`src/rtl/hpt_pkg.sv`:
```
package hpt_pkg;
  typedef enum logic [2:0] {
    FLT_NONE   = 3'd0,
    FLT_MISS   = 3'd1,
    FLT_PROT   = 3'd2,
    FLT_NOEXEC = 3'd3,
    FLT_DSEG   = 3'd4,
    FLT_MULTI  = 3'd5
  } fault_e;

  typedef enum logic [2:0] {
    S_IDLE, S_RD, S_WAIT, S_EVAL, S_WB, S_DONE
  } walk_state_e;

  localparam int SEG_DIRECT = 31;
  localparam int SEG_SUPKEY = 30;
  localparam int SEG_USRKEY = 29;
  localparam int SEG_NOEXEC = 28;
  localparam int PTE_VALID  = 31;
  localparam int PTE_SEL    = 6;
  localparam int PTE_REF    = 8;
  localparam int PTE_CHG    = 7;
  localparam logic [31:0] AGREE_MASK = 32'hFFFF_F07B;
endpackage

```
`src/rtl/hpt_segfile.sv`:
```
module hpt_segfile #(
  parameter int NUM_SEG = 16,
  parameter int SEG_W   = 32,
  localparam int IDX_W  = $clog2(NUM_SEG)
) (
  input  logic             clk,
  input  logic             rst,
  input  logic             wr_en,
  input  logic [IDX_W-1:0] wr_idx,
  input  logic [SEG_W-1:0] wr_data,
  input  logic [IDX_W-1:0] rd_idx,
  output logic [SEG_W-1:0] rd_data
);
  logic [SEG_W-1:0] regs [NUM_SEG];

  always_ff @(posedge clk) begin
    if (rst) begin
      for (int i = 0; i < NUM_SEG; i++) regs[i] <= '0;
    end else if (wr_en) begin
      regs[wr_idx] <= wr_data;
    end
  end

  assign rd_data = regs[rd_idx];
endmodule

```
`src/rtl/hpt_hash.sv`:
```
module hpt_hash #(
  parameter int VSID_W = 24,
  parameter int PIDX_W = 16,
  parameter int HASH_W = 19,
  parameter int LINE_SH = 6
) (
  input  logic [VSID_W-1:0] vsid,
  input  logic [PIDX_W-1:0] pgidx,
  input  logic [31:0]       table_reg,
  input  logic              second,
  output logic [31:0]       group_addr
);
  localparam int PAD_W = 32 - HASH_W - LINE_SH;
  logic [HASH_W-1:0] mix;
  logic [31:0] prim, hsel, mask;

  always_comb begin
    mix  = vsid[HASH_W-1:0] ^ {{(HASH_W-PIDX_W){1'b0}}, pgidx};
    prim = {{PAD_W{1'b0}}, mix, {LINE_SH{1'b0}}};
    hsel = second ? (~prim & 32'h01FF_FFC0) : prim;
    mask = {7'b0, table_reg[8:0], 16'hFFC0};
    group_addr = {table_reg[31:16], 16'h0000} | (hsel & mask);
  end
endmodule

```
`src/rtl/hpt_perm.sv`:
```
module hpt_perm (
  input  logic       key,
  input  logic [1:0] pp,
  output logic       rd_ok,
  output logic       wr_ok
);
  always_comb begin
    if (!key) begin
      rd_ok = 1'b1;
      wr_ok = (pp != 2'd3);
    end else begin
      rd_ok = (pp != 2'd0);
      wr_ok = (pp == 2'd2);
    end
  end
endmodule

```
`src/rtl/hpt_walker.sv`:
```
module hpt_walker
  import hpt_pkg::*;
#(
  parameter int NUM_SEG  = 16,
  parameter int NUM_WAYS = 8,
  localparam int SEG_SEL_W = $clog2(NUM_SEG),
  localparam int IDX_W     = $clog2(2 * NUM_WAYS),
  localparam int SLOT_W    = $clog2(NUM_WAYS)
) (
  input  logic                 clk,
  input  logic                 rst,
  input  logic                 seg_wr_en,
  input  logic [SEG_SEL_W-1:0] seg_wr_idx,
  input  logic [31:0]          seg_wr_data,
  input  logic [31:0]          table_reg,
  input  logic                 req_valid,
  input  logic [31:0]          req_addr,
  input  logic                 req_write,
  input  logic                 req_fetch,
  input  logic                 req_user,
  output logic                 busy,
  output logic                 done,
  output logic [2:0]           fault,
  output logic [31:0]          real_addr,
  output logic                 perm_read,
  output logic                 perm_write,
  output logic                 mem_rd_en,
  output logic                 mem_wr_en,
  output logic [31:0]          mem_addr,
  output logic [31:0]          mem_wdata,
  input  logic [31:0]          mem_rdata
);
  localparam logic [IDX_W-1:0] LAST_WORD = IDX_W'(2 * NUM_WAYS - 1);

  walk_state_e state;
  logic [31:0] ea_q, seg_q, tr_q, w0_q, keep_q, wb_addr_q, wb_data_q, ra_q;
  logic wr_q, fetch_q, user_q, pass_q, hit_q, multi_q, pr_q, pw_q;
  logic [IDX_W-1:0] idx_q;
  logic [SLOT_W-1:0] slot_q;
  fault_e fault_q;

  logic [31:0] seg_rd, group_addr, word_addr, new_w1;
  logic [23:0] vsid;
  logic [15:0] pgidx;
  logic key, entry_hit, can_rd, can_wr, granted;

  hpt_segfile #(.NUM_SEG(NUM_SEG), .SEG_W(32)) u_seg (
    .clk(clk), .rst(rst), .wr_en(seg_wr_en), .wr_idx(seg_wr_idx),
    .wr_data(seg_wr_data), .rd_idx(req_addr[31 -: SEG_SEL_W]), .rd_data(seg_rd)
  );

  assign vsid  = seg_q[23:0];
  assign pgidx = ea_q[27:12];
  assign key   = user_q ? seg_q[SEG_USRKEY] : seg_q[SEG_SUPKEY];

  hpt_hash u_hash (
    .vsid(vsid), .pgidx(pgidx), .table_reg(tr_q), .second(pass_q),
    .group_addr(group_addr)
  );

  hpt_perm u_perm (.key(key), .pp(keep_q[1:0]), .rd_ok(can_rd), .wr_ok(can_wr));

  assign entry_hit = w0_q[PTE_VALID] && (w0_q[PTE_SEL] == pass_q) &&
                     (w0_q[30:7] == vsid) && (w0_q[5:0] == pgidx[15:10]);
  assign new_w1    = keep_q | (32'd1 << PTE_REF) | (wr_q ? (32'd1 << PTE_CHG) : 32'd0);
  assign granted   = wr_q ? can_wr : can_rd;
  assign word_addr = group_addr + {{(30-IDX_W){1'b0}}, idx_q, 2'b00};

  always_ff @(posedge clk) begin
    if (rst) begin
      state <= S_IDLE;
      ea_q <= '0; seg_q <= '0; tr_q <= '0; w0_q <= '0; keep_q <= '0;
      wb_addr_q <= '0; wb_data_q <= '0; ra_q <= '0;
      wr_q <= 1'b0; fetch_q <= 1'b0; user_q <= 1'b0; pass_q <= 1'b0;
      hit_q <= 1'b0; multi_q <= 1'b0; pr_q <= 1'b0; pw_q <= 1'b0;
      idx_q <= '0; slot_q <= '0; fault_q <= FLT_NONE;
    end else begin
      case (state)
        S_IDLE: if (req_valid) begin
          ea_q <= req_addr; wr_q <= req_write; fetch_q <= req_fetch;
          user_q <= req_user; seg_q <= seg_rd; tr_q <= table_reg;
          pass_q <= 1'b0; idx_q <= '0; hit_q <= 1'b0; multi_q <= 1'b0;
          ra_q <= '0; pr_q <= 1'b0; pw_q <= 1'b0;
          if (seg_rd[SEG_DIRECT]) begin
            fault_q <= FLT_DSEG; state <= S_DONE;
          end else if (req_fetch && seg_rd[SEG_NOEXEC]) begin
            fault_q <= FLT_NOEXEC; state <= S_DONE;
          end else begin
            state <= S_RD;
          end
        end
        S_RD: state <= S_WAIT;
        S_WAIT: begin
          if (!idx_q[0]) begin
            w0_q <= mem_rdata;
          end else if (entry_hit) begin
            if (!hit_q) begin
              hit_q  <= 1'b1;
              keep_q <= mem_rdata;
              slot_q <= idx_q[IDX_W-1:1];
            end else if ((keep_q & AGREE_MASK) != (mem_rdata & AGREE_MASK)) begin
              multi_q <= 1'b1;
            end
          end
          idx_q <= idx_q + 1'b1;
          state <= (idx_q == LAST_WORD) ? S_EVAL : S_RD;
        end
        S_EVAL: begin
          if (multi_q) begin
            fault_q <= FLT_MULTI; state <= S_DONE;
          end else if (!hit_q) begin
            if (!pass_q) begin
              pass_q <= 1'b1; idx_q <= '0; state <= S_RD;
            end else begin
              fault_q <= FLT_MISS; state <= S_DONE;
            end
          end else if (!granted) begin
            fault_q <= FLT_PROT; state <= S_DONE;
          end else begin
            fault_q   <= FLT_NONE;
            ra_q      <= {keep_q[31:12], ea_q[11:0]};
            pr_q      <= can_rd;
            pw_q      <= can_wr & new_w1[PTE_CHG];
            wb_data_q <= new_w1;
            wb_addr_q <= group_addr + {{(29-SLOT_W){1'b0}}, slot_q, 3'b000} + 32'd4;
            state     <= (new_w1 != keep_q) ? S_WB : S_DONE;
          end
        end
        S_WB:   state <= S_DONE;
        S_DONE: state <= S_IDLE;
        default: state <= S_IDLE;
      endcase
    end
  end

  assign busy       = (state != S_IDLE);
  assign done       = (state == S_DONE);
  assign fault      = fault_q;
  assign real_addr  = ra_q;
  assign perm_read  = pr_q;
  assign perm_write = pw_q;
  assign mem_rd_en  = (state == S_RD);
  assign mem_wr_en  = (state == S_WB);
  assign mem_addr   = (state == S_WB) ? wb_addr_q : word_addr;
  assign mem_wdata  = wb_data_q;


  done_pulse_chk: assert property (@(posedge clk) disable iff (rst) done |=> !done);

  wb_ref_chk: assert property (@(posedge clk) disable iff (rst) mem_wr_en |-> mem_wdata[PTE_REF]);

  wb_then_done_chk: assert property (@(posedge clk) disable iff (rst) mem_wr_en |=> done);

  noexec_fetch_chk: assert property (@(posedge clk) disable iff (rst)
    (done && fault == 3'd3) |-> fetch_q);

  write_grant_chk: assert property (@(posedge clk) disable iff (rst)
    (done && fault == 3'd0 && wr_q) |-> perm_write);

  miss_second_chk: assert property (@(posedge clk) disable iff (rst)
    (done && fault == 3'd1) |-> pass_q);

  dseg_noread_chk: assert property (@(posedge clk) disable iff (rst)
    (mem_rd_en) |-> !seg_q[SEG_DIRECT]);
endmodule

```
`config.mk`:
```
export PLATFORM = sky130hd
export DESIGN_NAME = hpt_walker
export DESIGN_NICKNAME = d
export VERILOG_FILES = /design/src/rtl/hpt_pkg.sv /design/src/rtl/hpt_segfile.sv /design/src/rtl/hpt_hash.sv /design/src/rtl/hpt_perm.sv /design/src/rtl/hpt_walker.sv
export SDC_FILE = /design/constraint.sdc
export NUM_CORES = 1
export LEC_CHECK = 0
export ABC_AREA = 1
export BUFFER_PORTS_ARGS = -buffer_cell sky130_fd_sc_hd__buf_2
export CAP_MARGIN = 20
export CELL_PAD_IN_SITES_DETAIL_PLACEMENT = 1
export CELL_PAD_IN_SITES_GLOBAL_PLACEMENT = 1
export CORE_MARGIN = 2
export CORE_UTILIZATION = 45
export CTS_BUF_LIST = sky130_fd_sc_hd__clkbuf_8
export DETAILED_ROUTE_END_ITERATION = 12
export PLACE_DENSITY_LB_ADDON = 0.1
export SETUP_SLACK_MARGIN = 0.2
export SLEW_MARGIN = 10
export SYNTH_ARGS = -nofsm -noshare
export SYNTH_HDL_FRONTEND = slang
export SYNTH_SLANG_ARGS = --single-unit
```
`constraint.sdc`:
```
create_clock -name clk -period 3.2 [get_ports clk]
set_clock_uncertainty 0.05 [all_clocks]
set_input_delay 0.8 -clock clk [delete_from_list [all_inputs] [get_ports clk]]
set_output_delay 0.8 -clock clk [all_outputs]
set_load 0.02 [all_outputs]
```
==> summary by stage, run 1 <==
Placed design
The number of input and output port buffers inserted is 230. The total cell area at the placement stage is 32700 µm². The sum of net half-perimeters after detailed placement is 66.24 mm. The routability congestion estimate from global placement is 0.8518.

In this run, placement finished with an instance count of 4319.

CTS
The number of levels in the clock H-tree is 3. In this run, CTS created clock tree buffers numbering 117. The post-CTS clock slew at the launch and capture registers of the worst setup and hold paths is 60 ps. TritonCTS built the clock tree. The clock latency of the later-clocked register in the worst-skew pair is 730 ps. The cts-stage hold buffer count is 0. CTS saw 704 sinks. In this run the clock root is driven by a sky130_fd_sc_hd__clkbuf_8. No sink is reached through more buffers than the 3 on the longest clock path.

Route
The first detailed-routing pass ran for 5 iterations. The number of vias per cell after detailed routing is 5.576. After detailed routing, the total wire length is 105.9 mm. In this run, the number of DRC markers left after iteration 0 of detailed routing was 2151. The detail-routed net length per standard cell is 23.25 µm.

The number of nets with antenna violations after routing is 0. The number of DRC violations after detailed routing is 0. The number of vias in the routed layout is 25390.

Finish
The library cell used most frequently in the layout, excluding fill and tap cells, is sky130_fd_sc_hd__nor2_1. From synthesis to final layout, the design area changed by 15.29%. The final layout contains 3711 nets. The fraction of layout cells with a size suffix above 1 is 14.27%. Leaving out fill and tap cells, the most frequent cells in the layout are 878 x sky130_fd_sc_hd__nor2_1, 448 x sky130_fd_sc_hd__edfxtp_1, 422 x sky130_fd_sc_hd__nand2_1. The finished cells cover 35170 µm².

The count of filler cells inserted in the layout is 7767. Leaving out filler cells and counting taps, the final layout contains 4553.

Power and ir drop
Internal power comes to 15.26 mW. In this run the power spent charging and discharging nets is 6.436 mW. Across the VDD grid, the largest voltage drop is 0.0003821 V. The proportion of total power due to net switching is 29.67%.

The total leakage power is 14.12 nW. The part of the total power dissipated in combinational logic is 15.6%. The clock share of power is 35.1%.

In this run the power density over the cells is 616.8 nW/µm². The part of the power in registers is 49.3%.

STA
Timing would allow up to 346.5 MHz. The relative max-transition margin is 34.08%. The final number of setup-violating endpoints is 0. The time the worst path needs with I/O delays and setup is 2886 ps. The actual transition at the worst max-transition pin is 988.8 ps.

The total count of max-transition violations in the final report is 0. The final total negative setup slack is 0 ps. The hold violation count in the final report is 0. Setup repair after global routing could not meet its margin everywhere. In the finished design, the share of the clock period the worst path needs comes to 90.18%.

Logic synthesis
The sequential element share of the synthesized area is 60.90%. In this run, synthesis inferred 448 flip-flops with an integrated enable. Of all flip-flops after synthesis, the portion carrying an async set or reset was 0%. After technology mapping, the gate count stands at 3378. In this run, synthesis produced a sequential element count of 704. The average instance in the mapped netlist occupies 9.031 µm². After synthesis, the cell types taking the most area are sky130_fd_sc_hd__edfxtp_1 44%, sky130_fd_sc_hd__dfxtp_1 17%, sky130_fd_sc_hd__nor2_1 11%, sky130_fd_sc_hd__o21ai_0 5.3%, sky130_fd_sc_hd__nand2_1 5.2%.

The netlist area before placement is 30510 µm². For this run, the number of Yosys warnings is 0. The number of distinct library cells after synthesis is 36. The most area-hungry cell type in the Yosys netlist is sky130_fd_sc_hd__edfxtp_1. The share of Yosys cell area claimed by the top area cell type is 44.10%. For this run, the leading register cell type out of synthesis is sky130_fd_sc_hd__edfxtp_1.

Die
The number of top-level pins is 244. The area of the die is 69890 µm². The die boundary width is 264.4 µm. The total area inside the core boundary comes to 67160 µm².

The die span in y is 264.4 µm. Once the floorplan was initialized, standard cells occupied 45.43% of the core. The number of placement rows is 95.

Worst setup path
The worst setup path is captured at a primary output. The critical path arrival is 2040 ps. The setup path with the least slack is of type register to primary output.

STA puts the critical path data required time at 2350 ps. The critical-path maximum fanout is 32. The start point of the critical path is state[1]$_SDFFE_PP0N_. The kind of start point of the critical path is a register. The launch point of the worst reg-to-reg path is state[0]$_SDFFE_PP0N_.

GRT
The met2 track demand over resource is 52.23%. Global routing finished with a remaining overflow of 0. The met3 usage is 4.533%.

The global-route wire length before repair is 158.7 mm. The via count of the first global-routing pass is 26340. The number of antenna violations at the first check in global routing is 8.

Global routing consumed, over all layers together, 29.98% of the routing resources. The global routing stage identified its most utilized layer as met2. The maximum number of pins on one net before global-route repair is 183. Global routing used 36.77% of the available met1 tracks.

Run status
The run finished with clean final reports.

Hold path
In this run the most critical hold path is launched from req_addr[14]. The path class of the tightest hold or removal check is input port to register.

Job
Max-cap violations in this run came to 0.
power groups by stage:
stage / Sequential [mW] / Clock, mW / Combinational, mW
final: 10.7 / 7.63 / 3.38
after global routing: 10.7 / 8.16 / 3.70
after CTS: 10.7 / 7.79 / 3.31
after detailed placement: 10.9 / 0 / 3.26
after global placement: 10.8 / 0 / 3.17
after floorplan: 10.7 / 0 / 1.99
flip-flops by register name, summed over array words and instances (netlist names), 25 cells and up:
register    count
ea_q           28
keep_q         32
real_addr      32
mem_wdata      31
tr_q           25
seg_q          26
w0_q           32
wb_addr_q      30
u_seg.regs    448
synth_stat cells, types with 14 or more instances:
cell type and count:
sky130_fd_sc_hd__buf_1 28, sky130_fd_sc_hd__clkbuf_1 166, sky130_fd_sc_hd__nand2_1 424, sky130_fd_sc_hd__edfxtp_1 448, sky130_fd_sc_hd__o211ai_1 117, sky130_fd_sc_hd__nor2_1 879, sky130_fd_sc_hd__a21oi_1 178, sky130_fd_sc_hd__xor2_1 24
sky130_fd_sc_hd__o221ai_1 16, sky130_fd_sc_hd__nand4_1 16, sky130_fd_sc_hd__nor3_1 14, sky130_fd_sc_hd__xnor2_1 33, sky130_fd_sc_hd__inv_1 221, sky130_fd_sc_hd__o21ai_0 323, sky130_fd_sc_hd__buf_2 53, sky130_fd_sc_hd__nand3_1 121
sky130_fd_sc_hd__o21ai_1 20, sky130_fd_sc_hd__dfxtp_1 256
logic make-up after synthesis:
family,count (synthesis),synth area share (%)
flops,704,60.90
buf+inv,488,6.378
xor+xnor,57,1.636
fa+ha+maj,1,0.04101
compound gates,662,12.10
simple gates,1465,18.93
other cells,1,0.01229
critical path: stages, from the launching register on:
cell and delay, ps:
sky130_fd_sc_hd__dfxtp_4 410, sky130_fd_sc_hd__nor2_4 50, sky130_fd_sc_hd__nand2_1 140, sky130_fd_sc_hd__buf_6 300, sky130_fd_sc_hd__nand2_1 100, sky130_fd_sc_hd__o21ai_0 90
sky130_fd_sc_hd__buf_2 210
final timing paths:
check,endpoint,slack (ps),cells past startpoint
worst min-delay path,ea_q[14]$_SDFFE_PP0P_,280,3
worst min register to register,wb_addr_q[8]$_SDFFE_PP0P_,400,2
worst max-delay path,mem_addr[12],310,6
worst max register to register,real_addr[3]$_SDFFE_PP0P_,740,9
metrics by stage:
stage               worst slack [ps]  util, %  hold WS, ps  power, mW
floorplan                      255.4        -        373.5      12.73
global placement               500.4    48.69        386.2      13.98
detailed placement             437.9    48.69        389.8      14.12
CTS                            156.2    52.12        225.1      21.77
global route                   172.0    52.36        239.4      22.59
finish                         314.3    52.37        275.8      21.69
per-layer routing:
metal | up-vias | routed length (µm)
met5 | - | 12
met4 | 2 | 4920
met3 | 258 | 5699
met2 | 791 | 53170
met1 | 12710 | 42070
li1 | 11630 | -
repair_timing:
item | CTS | global route
pin swaps | 1 | 6
buffers inserted | 2 | 3
gates cloned | 0 | 1
gates resized for setup | 16 | 39
endpoints found under the setup margin | 28 | 27
area by class of cell:
type | count | area (µm²) | area share, %
Antenna cell | 7 | 17.52 | 0.04980
Clock buffer | 136 | 1872 | 5.322
Clock inverter | 85 | 375.4 | 1.067
Inverter | 232 | 889.6 | 2.529
Multi-Input combinational cell | 2187 | 10060 | 28.61
Sequential cell | 704 | 18590 | 52.86
Tap cell | 873 | 1092 | 3.106
Timing Repair Buffer | 329 | 2268 | 6.450
Note: power is estimated with default switching activity, not from simulation.
==> run 2: changes to the inputs <==
--- a/config.mk
+++ b/config.mk
@@ -5,7 +5,6 @@
 export SDC_FILE = /design/constraint.sdc
 export NUM_CORES = 1
 export LEC_CHECK = 0
-export ABC_AREA = 1
 export BUFFER_PORTS_ARGS = -buffer_cell sky130_fd_sc_hd__buf_2
 export CAP_MARGIN = 20
 export CELL_PAD_IN_SITES_DETAIL_PLACEMENT = 1
==> run 2 against run 1 <==
Clock-buffer cell count fell by 3; sequential share of layout area shrank 0.94 points; sequential cell count stayed put; cell count is 18% lower.
==> summary by stage, run 2 <==
Die
The number of top-level pins came to 244 (unchanged). The area of the die is 69560 µm² (was 69890 µm²). The number of placement rows came to 95 (unchanged). The die boundary width was 263.7 µm (was 264.4 µm). The core region area is 67040 µm² (was 67160 µm²). The starting utilization of the core area is 45.29% (was 45.43%).

The die span in y is 263.7 µm (was 264.4 µm).

STA
The hold violation count in the final report is 0 (unchanged). The part of the cycle the worst path needs was 94.27% (was 90.18%). The total count of max-transition violations in the final report is 0 (unchanged). The relative max-transition margin is 34.83% (was 34.08%). The worst hold slack across all endpoints is 250.3 ps (was 275.8 ps). The final number of setup-violating endpoints is 0 (unchanged). The time the worst path needs with I/O delays and setup is 3017 ps (was 2886 ps). The achievable frequency was 331.5 MHz (was 346.5 MHz). The final total negative setup slack is 0 ps (unchanged). Setup repair after global routing missed its margin: yes (unchanged). The actual transition at the worst max-transition pin is 977.5 ps (was 988.8 ps).

Logic synthesis
The most area-hungry cell type in the Yosys netlist is sky130_fd_sc_hd__edfxtp_1 (unchanged). The netlist area before placement is 30360 µm² (was 30510 µm²). The share of async-settable or async-resettable flops after synthesis was 0% (unchanged).

The warning count from the yosys run is 0 (unchanged). The gate count of the mapped netlist is 2473 (was 3378). Most frequent cells after synthesis: 448 x sky130_fd_sc_hd__and2_1, 448 x sky130_fd_sc_hd__edfxtp_1, 394 x sky130_fd_sc_hd__nand2_1 (was 879 x sky130_fd_sc_hd__nor2_1, 448 x sky130_fd_sc_hd__edfxtp_1, 424 x sky130_fd_sc_hd__nand2_1). The share of Yosys cell area claimed by the top area cell type is 44.31% (was 44.10%).

The number of distinct library cells after synthesis is 54 (was 36). The sequential element share of the synthesized area is 61.19% (was 60.90%). Synth area leaders: sky130_fd_sc_hd__edfxtp_1 44%, sky130_fd_sc_hd__dfxtp_1 17%, sky130_fd_sc_hd__mux4_2 9.8%, sky130_fd_sc_hd__and2_1 9.2%, sky130_fd_sc_hd__nand2_1 4.9% (was sky130_fd_sc_hd__edfxtp_1 44%, sky130_fd_sc_hd__dfxtp_1 17%, sky130_fd_sc_hd__nor2_1 11%, sky130_fd_sc_hd__o21ai_0 5.3%, sky130_fd_sc_hd__nand2_1 5.2%).

The number of enable-type register cells in the synthesized netlist came to 448 (unchanged). The flop and latch count out of synthesis is 704 (unchanged). The primary flip-flop cell chosen by synthesis mapping was sky130_fd_sc_hd__edfxtp_1 (unchanged).

The synthesized area per cell is 12.28 µm² (was 9.031 µm²).

Worst setup path
The delay of the slowest cell on the worst path is 440 ps (was 410 ps). The kind of start point of the critical path is a register (unchanged). The critical path class is register to primary output (unchanged).

The worst path required time is 2350 ps (about the same). The critical path arrival is 2170 ps (was 2040 ps). The critical path capture point type was a primary output (unchanged). The depth of the worst register-to-register path is 7 (was 9). The start point of the critical path is pass_q$_SDFFE_PP0P_ (was state[1]$_SDFFE_PP0N_).

The cell repeated most along the worst path is sky130_fd_sc_hd__a21oi_2 (was sky130_fd_sc_hd__nand2_1). The critical-path maximum fanout is 7 (was 32). The critical path buffer and inverter count came to 3 (was 2). The cell count along the critical path is 6 (unchanged). Cell chain of the critical path: bufbuf_16 -> buf_4 -> xor2_2 -> a21oi_2 -> a21oi_2 -> buf_6 (was nor2_4 -> nand2_1 -> buf_6 -> nand2_1 -> o21ai_0 -> buf_2). The launch point of the worst reg-to-reg path was seg_q[5]$_SDFFE_PP0P_ (was state[0]$_SDFFE_PP0N_). The slowest cell on the critical path was sky130_fd_sc_hd__dfxtp_4 (unchanged). The gate family responsible for the most delay along the worst path is buffers and inverters (unchanged).

Route
The detailed-routing iteration count for the pre-antenna-repair pass is 5 (unchanged). The number of vias in the routed layout is 20400 (was 25390). The number of vias per cell after detailed routing is 5.471 (was 5.576). The number of nets with antenna violations after routing came to 0 (unchanged).

The violation count after the first detailed-routing iteration was 1465 (was 2151). The total wire length came to 91.16 mm (was 105.9 mm). The detail-routed net length per standard cell came to 24.45 µm (was 23.25 µm). The number of DRC violations after detailed routing is 0 (unchanged).

CTS
The number of levels in the clock H-tree is 3 (unchanged). The cts-stage hold buffer count was 0 (unchanged). The post-CTS clock slew at the launch and capture registers of the worst setup and hold paths was 70 ps (was 60 ps). The maximum root-to-sink buffer count is 3 (unchanged). The TritonCTS clock tree is done (unchanged). The clock latency of the later-clocked register in the worst-skew pair is 740 ps (was 730 ps). The number of sinks on the clock net came to 704 (unchanged). The cell chosen for the clock root is sky130_fd_sc_hd__clkbuf_8 (unchanged). The number of CTS-inserted buffers was 121 (was 117).

Finish
The area growth from synthesis to final layout is 17.96% (was 15.29%). The area of all sequential standard cells is 18600 µm² (was 18590 µm²). Commonest cells after routing, fill and taps aside: 448 x sky130_fd_sc_hd__and2_1, 448 x sky130_fd_sc_hd__edfxtp_1, 393 x sky130_fd_sc_hd__nand2_1 (was 878 x sky130_fd_sc_hd__nor2_1, 448 x sky130_fd_sc_hd__edfxtp_1, 422 x sky130_fd_sc_hd__nand2_1). The flip-flop count of the largest register, all copies and words added is 448 (unchanged). The most flop-heavy register was u_seg.regs (unchanged).

The area of combinational cells with multiple inputs was 11490 µm² (was 10060 µm²). The non-filler instance count after layout is 3728 (was 4553). The count of filler cells inserted in the layout is 6952 (was 7767). The fraction of layout cells with a size suffix above 1 came to 25.05% (was 14.27%). The net count of the finished layout is 2880 (was 3711).

GRT
The global-route wire length before repair is 136.1 mm (was 158.7 mm). The global-route congestion overflow total came to 0 (unchanged). The maximum number of pins on one net before global-route repair came to 149 (was 183). The all-layer global routing usage is 26.11% (was 29.98%). The number of antenna violations at the first check in global routing came to 14 (was 8).

The via count of the first global-routing pass came to 21660 (was 26340).

Power and ir drop
The worst ir drop on vdd came to 0.0003114 V (was 0.0003821 V). The sum of internal, switching and leakage power is 20.17 mW (was 21.69 mW). The power density of the placed cells came to 563.3 nW/µm² (was 616.8 nW/µm²). The total leakage power is 13.58 nW (was 14.12 nW).

Placed design
The routability congestion estimate from global placement is 0.7979 (was 0.8518). The number of cells after detailed placement came to 3475 (was 4319). The number of input and output port buffers inserted is 230 (unchanged). The sum of net half-perimeters after detailed placement came to 58.27 mm (was 66.24 mm).

Run status
Run status: finished clean (unchanged).

Hold path
The worst min-delay path startpoint is req_addr[2] (was req_addr[14]). The class of the tightest hold or removal check is input port to register (unchanged). The count of cells along the worst hold path is 3 (unchanged).

Job
The max-capacitance violation count is 0 (unchanged).
## run 2: changes by cell type in the layout (fill, tap and decap cells not counted), sizes merged, moves of 19 or more
cell and change:
mux4 +136, nand2 -30, and2 +448, o211ai -117, mux2i +43, clkinv +20, nor2 -781, nand3 -105
xor2 +19, a21oi +47, inv -239, o21ai -317
## run 2: layout make-up
cell class                      instances  area share, %
Sequential cell                       704          51.92
Multi-Input combinational cell       1577          32.10
Timing Repair Buffer                  330          6.432
Clock buffer                          133          5.111
Tap cell                              873          3.050
Clock inverter                         96          1.230
Antenna cell                            9        0.06289
Inverter                                4        0.05241
Timing Repair inverter                  2        0.04192
## run 2: tightest hold or removal path, delay by kind of cell
kind,cells,cell delay [ps]
buffers and inverters,1,90
and+or+nand+nor,1,50
AOI/OAI and AO/OA,1,50
## run 2: kinds of logic after synthesis
group | Yosys count | synth area share [%]
buf+inv | 193 | 2.679
compound gates | 276 | 4.867
flops | 704 | 61.19
other cells | 1 | 0.01235
xor+xnor | 92 | 2.654
simple gates | 1026 | 16.95
fa+ha+maj | 1 | 0.04121
mux | 180 | 11.61
## run 2: metal layers
layer | vias up | part of all wire [%] | track usage, %
met1 | 10370 | 41 | 33.45
li1 | 9212 | - | -
met3 | 170 | 5.9 | 4.670
met4 | 10 | 3.3 | 9.797
met5 | - | 0.072 | 0
met2 | 635 | 49 | 44.40
## run 2: path summary, 6_finish.rpt
kind                                             endpoint  slack (ps)
worst min-delay path                 ea_q[2]$_SDFFE_PP0P_         250
worst min register to register  real_addr[0]$_SDFFE_PP0P_         400
worst max-delay path                         mem_addr[24]         180
worst max register to register     keep_q[3]$_SDFFE_PP0P_         560
## run 2: metrics by stage
| stage | utilization, % | setup slack [ps] | instance area, µm² |
|---|---|---|---|
| 2_1_floorplan | - | -145.8 | 30390 |
| 3_3_place_gp | 49.18 | 145.7 | 32970 |
| 4_1_cts | 53.15 | 145.1 | 35630 |
| 6_report | 53.42 | 183.5 | 35810 |
| 5_1_grt | 53.41 | 109.4 | 35810 |
| 3_5_place_dp | 49.20 | 150.3 | 32980 |
## run 2: repair_timing
action,in CTS,in global routing
hold endpoints to repair,0,0
endpoints found under the setup margin,31,20
pin swaps,27,8
gates resized for setup,74,21
gates cloned,3,0
buffers inserted,8,4
## run 2: power by group
part | switching (mW) | internal, mW | total [mW]
clock | 3.78 | 3.90 | 7.68
sequential | 0.250 | 10.1 | 10.3
combinational | 1.29 | 0.862 | 2.15
